<file path="config.mk">
export PLATFORM = sky130hd
export DESIGN_NAME = ivl_timer
export DESIGN_NICKNAME = d
export VERILOG_FILES = /design/src/rtl/ivl_timer_pkg.sv /design/src/rtl/ivl_regs.sv /design/src/rtl/ivl_prescale.sv /design/src/rtl/ivl_countdown.sv /design/src/rtl/ivl_timer.sv
export SDC_FILE = /design/constraint.sdc
export NUM_CORES = 1
export LEC_CHECK = 0
export ABC_AREA = 1
export BUFFER_PORTS_ARGS = -buffer_cell sky130_fd_sc_hd__buf_2
export CAP_MARGIN = 20
export CORE_AREA = 2 2 74 93
export DETAILED_ROUTE_END_ITERATION = 8
export DIE_AREA = 0 0 76 95
export GPL_ROUTABILITY_DRIVEN = 0
export GPL_TIMING_DRIVEN = 0
export PLACE_DENSITY_LB_ADDON = 0.08
export SLEW_MARGIN = 30
export SYNTH_ARGS = -nofsm -noshare
export SYNTH_HDL_FRONTEND = slang
export SYNTH_SLANG_ARGS = --single-unit
</file>
<file path="constraint.sdc">
create_clock -name clk -period 2.45 [get_ports clk]
set_clock_uncertainty 0.15 [all_clocks]
set_input_delay 0.3675 -clock clk [delete_from_list [all_inputs] [get_ports clk]]
set_output_delay 0.3675 -clock clk [all_outputs]
set_load 0.05 [all_outputs]
</file>
<file path="src/rtl/ivl_timer_pkg.sv">
`timescale 1ns/1ps
package ivl_timer_pkg;

   // Register select codes on the write port.
   typedef enum logic [1:0] {
      SEL_PERIOD   = 2'd0,
      SEL_COUNT    = 2'd1,
      SEL_PRESCALE = 2'd2,
      SEL_CTRL     = 2'd3
   } ivl_sel_e;

   // Bit position of the run flag in the control word.
   localparam int CTRL_RUN_BIT = 0;

endpackage

</file>
<file path="src/rtl/ivl_regs.sv">
`timescale 1ns/1ps
module ivl_regs
   import ivl_timer_pkg::*;
#(
   parameter int CNT_W = 16,
   parameter int PRE_W = 8,
   parameter int SEL_W = 2
) (
   input  logic             clk,
   input  logic             rst_n,
   input  logic             wr_en,
   input  logic [SEL_W-1:0] wr_sel,
   input  logic [CNT_W-1:0] wr_data,
   output logic [CNT_W-1:0] period_q,
   output logic [PRE_W-1:0] prescale_q,
   output logic             run_q,
   output logic             cnt_load,
   output logic             pre_load,
   output logic [CNT_W-1:0] cnt_load_val,
   output logic [PRE_W-1:0] pre_load_val
);

   logic wr_period;
   logic wr_ctrl;

   always_comb begin
      wr_period    = wr_en && (wr_sel == SEL_PERIOD);
      cnt_load     = wr_en && (wr_sel == SEL_COUNT);
      pre_load     = wr_en && (wr_sel == SEL_PRESCALE);
      wr_ctrl      = wr_en && (wr_sel == SEL_CTRL);
      cnt_load_val = wr_data;
      pre_load_val = wr_data[PRE_W-1:0];
   end

   always_ff @(posedge clk or negedge rst_n) begin
      if (!rst_n) begin
         period_q   <= '0;
         prescale_q <= '0;
         run_q      <= 1'b0;
      end else begin
         if (wr_period) period_q   <= wr_data;
         if (pre_load)  prescale_q <= pre_load_val;
         if (wr_ctrl)   run_q      <= wr_data[CTRL_RUN_BIT];
      end
   end

endmodule

</file>
<file path="src/rtl/ivl_prescale.sv">
`timescale 1ns/1ps
module ivl_prescale #(
   parameter int PRE_W = 8
) (
   input  logic             clk,
   input  logic             rst_n,
   input  logic             run,
   input  logic             load,
   input  logic [PRE_W-1:0] load_val,
   input  logic [PRE_W-1:0] reload_val,
   output logic             tick
);

   logic [PRE_W-1:0] phase_q;

   // A prescale write in the same cycle restarts the phase and swallows the tick.
   assign tick = run && (phase_q == '0) && !load;

   always_ff @(posedge clk or negedge rst_n) begin
      if (!rst_n) begin
         phase_q <= '0;
      end else if (load) begin
         phase_q <= load_val;
      end else if (run) begin
         if (phase_q == '0) phase_q <= reload_val;
         else               phase_q <= phase_q - PRE_W'(1);
      end
   end

endmodule

</file>
<file path="src/rtl/ivl_countdown.sv">
`timescale 1ns/1ps
module ivl_countdown #(
   parameter int CNT_W = 16
) (
   input  logic             clk,
   input  logic             rst_n,
   input  logic             tick,
   input  logic             load,
   input  logic [CNT_W-1:0] load_val,
   input  logic [CNT_W-1:0] period,
   output logic [CNT_W-1:0] cnt_q,
   output logic             hit
);

   logic last_step;

   assign last_step = (cnt_q <= CNT_W'(1));
   assign hit       = tick && last_step && !load;

   always_ff @(posedge clk or negedge rst_n) begin
      if (!rst_n) begin
         cnt_q <= '0;
      end else if (load) begin
         cnt_q <= load_val;
      end else if (tick) begin
         if (last_step) cnt_q <= period;
         else           cnt_q <= cnt_q - CNT_W'(1);
      end
   end

endmodule

</file>
<file path="src/rtl/ivl_timer.sv">
`timescale 1ns/1ps
module ivl_timer #(
   parameter int CNT_W   = 16,
   parameter int PRE_W   = 8,
   parameter int SEL_W   = 2,
   parameter bit IRQ_REG = 1'b1
) (
   input  logic             clk,
   input  logic             rst_n,
   input  logic             wr_en,
   input  logic [SEL_W-1:0] wr_sel,
   input  logic [CNT_W-1:0] wr_data,
   output logic             irq_o,
   output logic [CNT_W-1:0] count_o,
   output logic             running_o
);

   localparam int MIN_CNT_W = 2;

   if (CNT_W < MIN_CNT_W) begin : g_bad_cnt_w
      $error("ivl_timer: CNT_W must be at least %0d", MIN_CNT_W);
   end
   if (PRE_W < 1 || PRE_W > CNT_W) begin : g_bad_pre_w
      $error("ivl_timer: PRE_W must lie in 1..CNT_W");
   end
   if (SEL_W != 2) begin : g_bad_sel_w
      $error("ivl_timer: SEL_W must be 2");
   end

   logic [CNT_W-1:0] period_q;
   logic [PRE_W-1:0] prescale_q;
   logic             run_q;
   logic             cnt_load;
   logic             pre_load;
   logic [CNT_W-1:0] cnt_load_val;
   logic [PRE_W-1:0] pre_load_val;
   logic             tick;
   logic [CNT_W-1:0] cnt_q;
   logic             hit;

   ivl_regs #(
      .CNT_W (CNT_W),
      .PRE_W (PRE_W),
      .SEL_W (SEL_W)
   ) u_regs (
      .clk          (clk),
      .rst_n        (rst_n),
      .wr_en        (wr_en),
      .wr_sel       (wr_sel),
      .wr_data      (wr_data),
      .period_q     (period_q),
      .prescale_q   (prescale_q),
      .run_q        (run_q),
      .cnt_load     (cnt_load),
      .pre_load     (pre_load),
      .cnt_load_val (cnt_load_val),
      .pre_load_val (pre_load_val)
   );

   ivl_prescale #(
      .PRE_W (PRE_W)
   ) u_prescale (
      .clk        (clk),
      .rst_n      (rst_n),
      .run        (run_q),
      .load       (pre_load),
      .load_val   (pre_load_val),
      .reload_val (prescale_q),
      .tick       (tick)
   );

   ivl_countdown #(
      .CNT_W (CNT_W)
   ) u_countdown (
      .clk      (clk),
      .rst_n    (rst_n),
      .tick     (tick),
      .load     (cnt_load),
      .load_val (cnt_load_val),
      .period   (period_q),
      .cnt_q    (cnt_q),
      .hit      (hit)
   );

   if (IRQ_REG) begin : g_irq_reg
      logic irq_q;
      always_ff @(posedge clk or negedge rst_n) begin
         if (!rst_n) irq_q <= 1'b0;
         else        irq_q <= hit;
      end
      assign irq_o = irq_q;
   end else begin : g_irq_comb
      assign irq_o = hit;
   end

   assign count_o   = cnt_q;
   assign running_o = run_q;

endmodule

</file>
# --- Word-level counts from Yosys, hierarchy flattened ---
# Cells that the tools add are included.
classes:
  add_sub_neg: 2
  n_mul: 0
  div_mod_pow: 0
  magnitude_cmp: 1
  n_eq_ne: 3
  n_shift: 0
  mux: 6
  bitwise: 0
  reduce_logical: 14
ops:
  columns: ["cell", "count"]
  rows:
  - ["$mux W16", 3]
  - ["$mux W8", 3]
  - ["$le A16 B1 Y1 const B", 1]
  - ["$sub A16 B1 Y16 const B", 1]
  - ["$logic_and A1 B1 Y1", 8]
  - ["$logic_not A8 Y1", 1]
  - ["$sub A8 B1 Y8 const B", 1]
  - ["$eq A2 B2 Y1 const B", 2]
  - ["$reduce_bool A2 Y1", 2]
  - ["$eq A2 B1 Y1 const B", 1]
  - ["$logic_not A1 Y1", 2]
  - ["$logic_not A2 Y1", 1]
totals:
  ff_bits: 50
  latch_bits: 0
  ramBits: 0
  romBits: 0
  in_bits: 21
  word_cells: 32
  n_memories: 0

# --- Depth between registers and ports, before layout ---
logic_depth:
  depth_word: 6
  ltp_mapped: 12
  ltp_nobuf: 11

# --- By module ---
# Synthesis repeated with hierarchy kept, for this count alone.
hier_totals:
  cells_unflattened: 466
  area_unflattened_um2: 3402.0
modules_own_cells:
  columns: ["module", "n_inst", "cells_per_inst", "area_per_inst_um2", "seq_area_each_um2"]
  rows:
  - ["ivl_countdown", 1, 223, 1448.9, 400.4]
  - ["ivl_regs", 1, 138, 1228.7, 625.6]
  - ["ivl_prescale", 1, 104, 699.4, 200.2]
  - ["ivl_timer", 1, 1, 25.0, 25.0]

# --- Worst setup path before layout ---
# OpenSTA, ideal clock, no wires.
synth_timing:
  path_kind: "flip-flop to flip-flop"
  start: "reg u_countdown.cnt_q[0]"
  end: "reg u_countdown.cnt_q[0]"
  t_arrival_ps: 1734
  path_slack_ps: 449
  path_stages_with_launch: 12
  period_less_slack_ps: 2001
  path_cell_list: "dfrtp_1 > inv_1 > ha_1 > inv_1 > nand2_1 > nand2_1 > nor2_2 > nand2_4 > buf_6 > nand2_1 > nand3_1 > nand2_1"
synth_via:
  elab_chain_cells: 4
  elab_cells_between_ends: 5
  cone_classes: "add/sub (1); order compare (1); mux (3)"
synth_lines:
  columns: ["item", "line", "source"]
  rows:
  - ["start, declared", "ivl_countdown.sv:11", "output logic [CNT_W-1:0] cnt_q,"]
  - ["start signal, assigned", "ivl_countdown.sv:24", "cnt_q <= load_val;"]
  - ["start signal, assigned", "ivl_countdown.sv:26", "if (last_step) cnt_q <= period;"]
  - ["start signal, assigned", "ivl_countdown.sv:27", "else cnt_q <= cnt_q - CNT_W'(1);"]
  - ["$sub A16 B1 Y16 or $le A16 B1 Y1 (tied branches)", "ivl_countdown.sv:27, ivl_countdown.sv:17", null]
  - ["$mux W16 *", "ivl_countdown.sv:26", null]
  - ["$mux W16 *", "ivl_countdown.sv:25", "end else if (tick) begin"]
  - ["$mux W16 *", "ivl_countdown.sv:23", "end else if (load) begin"]
# Every way passes the cells marked *; elsewhere a longest branch is shown, timed or not. The select of a mux whose other input is x is not followed.
# A chain may end at the register's enable or synchronous reset.

# --- Worst setup path in the final report ---
layout_timing:
  start: "reg u_countdown.cnt_q[0]"
  end: "reg u_countdown.cnt_q[4]"
# The elaborated chain is that of the path after synthesis.

==> metrics <==
crit path time final=1.96 ns; WP data required=2.50 ns; IO Pins=39; CP Cell Sequence=inv_1, ha_1, inv_1, nand2_1, nand2_1, nor2_2, nand2_4, inv_1, nand2_1, nand3_1, nand2_1; crit-path leading delay family=simple AND/OR/NAND/NOR gates; Cell Area, Synth=3080 sq um; Slew Limit Fails=0; cell depth of the worst setup path=11; crit end category=flip-flop; DRC=0; Critical R2R Launch=u_countdown.cnt_q[0]; Mapped Nets=457; via count=2768; Hold EP=u_regs.period_q[12]; number of synthesized register bits=50; register area share after synthesis=40.7%; CP Buf/Inv Count=3; Worst Max-Slew Pin Slew=0.658 ns; Util after Layout=54.1%; worst-skew pair later-pin latency=0.29 ns; grt ovf=0; Critical Path Most Common Cell=nand2_1; GRT met3 Usage=2.39%; Pre-Repair DR Iteration Count=5; clock-pin slew on the worst setup and hold paths=0.09 ns; antenna cell count=0; RSZ-0062 raised after global routing=false; Max Cap Viol=0; VDD IR max=497 uV; Core Box Area=6400 sq um; Leak=1.88 nW; HP Start=wr_data[12]; most frequent cells in the layout=nand2_1 (133), inv_1 (66), nand3_1 (57), dfrtp_1 (50), buf_2 (41); post_cts resized=0; worst r2r dst=u_countdown.cnt_q[4]; Starting Density=48.1%; global-route wire length before repair=12700 microns; Final #Nets=503; clk root buf=clkbuf_8; CP Launch Type=flip-flop; final hold violation count=0; Area growth, synth to finish=12.6%; crit path max-delay cell type=dfrtp_1; crit path DAT=2.01 ns; pin count of the biggest net entering global routing=51; total CTS buffers=5; die area=7220 sq um; commonest non-fill, non-tap cell in the layout=nand2_1; final WL=7450 microns; Yosys warning count=0; Routed WL per cell=13.2 microns; Cell variety after synth=25; Post-DRT Antenna Nets=0; clk sinks=50; Synth Instances=432; Port Buffers=38; dpl hpwl=5500 microns; Max Root-Sink Buffers=2; depth of the most critical reg-to-reg path=11; met1 demand-to-capacity share in global routing=27.1%; fill count=662; initial DRC count=188; CP Class=reg2reg; Total Neg Setup Slack=0 ns; Die Height=95 microns; f_max=510 MHz; CP max FO=8; max_slew headroom=56.1%; busiest layer in global routing=met2; vias in the first global route=2717; GRT Total Usage=22.3%; status=completed; Largest stage delay, worst path=0.45 ns; final setup vio count=0; H-Tree Depth=2; crit share post-route=80.1%; layout cells sized above 1=16.9%; initial antenna violation count=0; CTS tree=built; grt met2 use=42.0%; DR vias/cell=4.90; PwrDens=948 nW/um^2; FP Rows=33; hold path depth=2; Die X=76 microns; Hold Path Class=in2reg; Mean Syn Cell Area=7.12 sq um; post-CTS setup buffer count=0; r2r setup slk=0.49 ns
-- final cells by class --
type	instances	area, sq um	area share [%]
buffer	10	68.8	1.99
timing repair buffer	39	203	5.85
tap	87	109	3.14
multi-input combinational	305	1500	43.4
sequential	50	1250	36.1
inverter	67	253	7.30
clock buffer	7	76.3	2.20
-- stage by stage --
step | setup WS, ns | hold WS, ns | std cells | total power, mW | area [sq um]
after floorplan | 0.449 | -0.0781 | 432 | 2.46 | 3080
after global placement | 0.544 | 0.305 | 557 | 2.82 | 3370
after detailed placement | 0.504 | 0.296 | 557 | 2.84 | 3380
after CTS | 0.486 | 0.155 | 565 | 3.32 | 3460
after global routing | 0.364 | 0.159 | 565 | 3.58 | 3460
final | 0.488 | 0.161 | 565 | 3.28 | 3460
-- routing by layer --
metal / vias to the layer above / routed length, microns
met4: 0 / 111
met3: 10 / 242
li1: 1432 / -
met2: 59 / 3810
met1: 1267 / 3290
met5: - / 0
-- how the worst max path moves through the flow --
stage,endpoint,startpoint,slack [ns]
final,u_countdown.cnt_q[4],u_countdown.cnt_q[0],0.49
after global routing,u_countdown.cnt_q[3],u_countdown.cnt_q[0],0.36
after CTS,u_countdown.cnt_q[4],u_countdown.cnt_q[0],0.49
after detailed placement,u_countdown.cnt_q[4],u_countdown.cnt_q[0],0.50
after global placement,u_countdown.cnt_q[3],u_countdown.cnt_q[0],0.54
after floorplan,u_countdown.cnt_q[0],u_countdown.cnt_q[0],0.45
-- power breakdown --
part           total, mW  switching, mW  leakage (nW)  internal [mW]
clock              0.461          0.263        0.0383          0.198
combinational       1.55           1.05          1.22          0.504
sequential          1.27          0.228         0.616           1.04
total               3.28           1.54          1.88           1.74
-- flip-flops by register name (all words and copies together) (netlist names) --
name,cells
u_countdown.cnt_q,16
u_regs.period_q,16
u_prescale.phase_q,8
u_regs.prescale_q,8
irq_o,1
u_regs.run_q,1
-- worst register-to-register path: cells and delay by family (launching register included) --
| family | cells | cell delay (ns) |
|---|---|---|
| adders and majority gates | 1 | 0.26 |
| buffers and inverters | 3 | 0.41 |
| DFF | 1 | 0.45 |
| and+or+nand+nor | 7 | 0.59 |
-- synthesized netlist by cell type, drive strengths merged --
library cell	instances	area share (%)
o21ai	28	4.6
buf	8	2.0
o21bai	3	0.73
and2	1	0.20
nand3b	1	0.24
xor2	2	0.57
nand2	137	17
nand4	1	0.20
xnor2	2	0.57
nand3	58	9.8
inv	66	8.1
a21oi	6	0.98
nor2	52	8.5
mux2	10	3.7
clkinv	1	0.16
ha	4	1.6
dfrtp	50	41
clkbuf	2	0.24
-- timing repair --
item                                    4_1_cts  5_1_grt
endpoints found under the setup margin        0        0
hold buffers                                  1        0
hold endpoints to repair                     50        0
-- cells by family after synthesis --
group	share of synthesized area, %
fa+ha+maj	1.63
flops	40.7
xor+xnor	1.14
compound gates	6.27
mux	3.66
simple gates	36.2
buf+inv	10.5
Power figures use the tool's default switching activity.
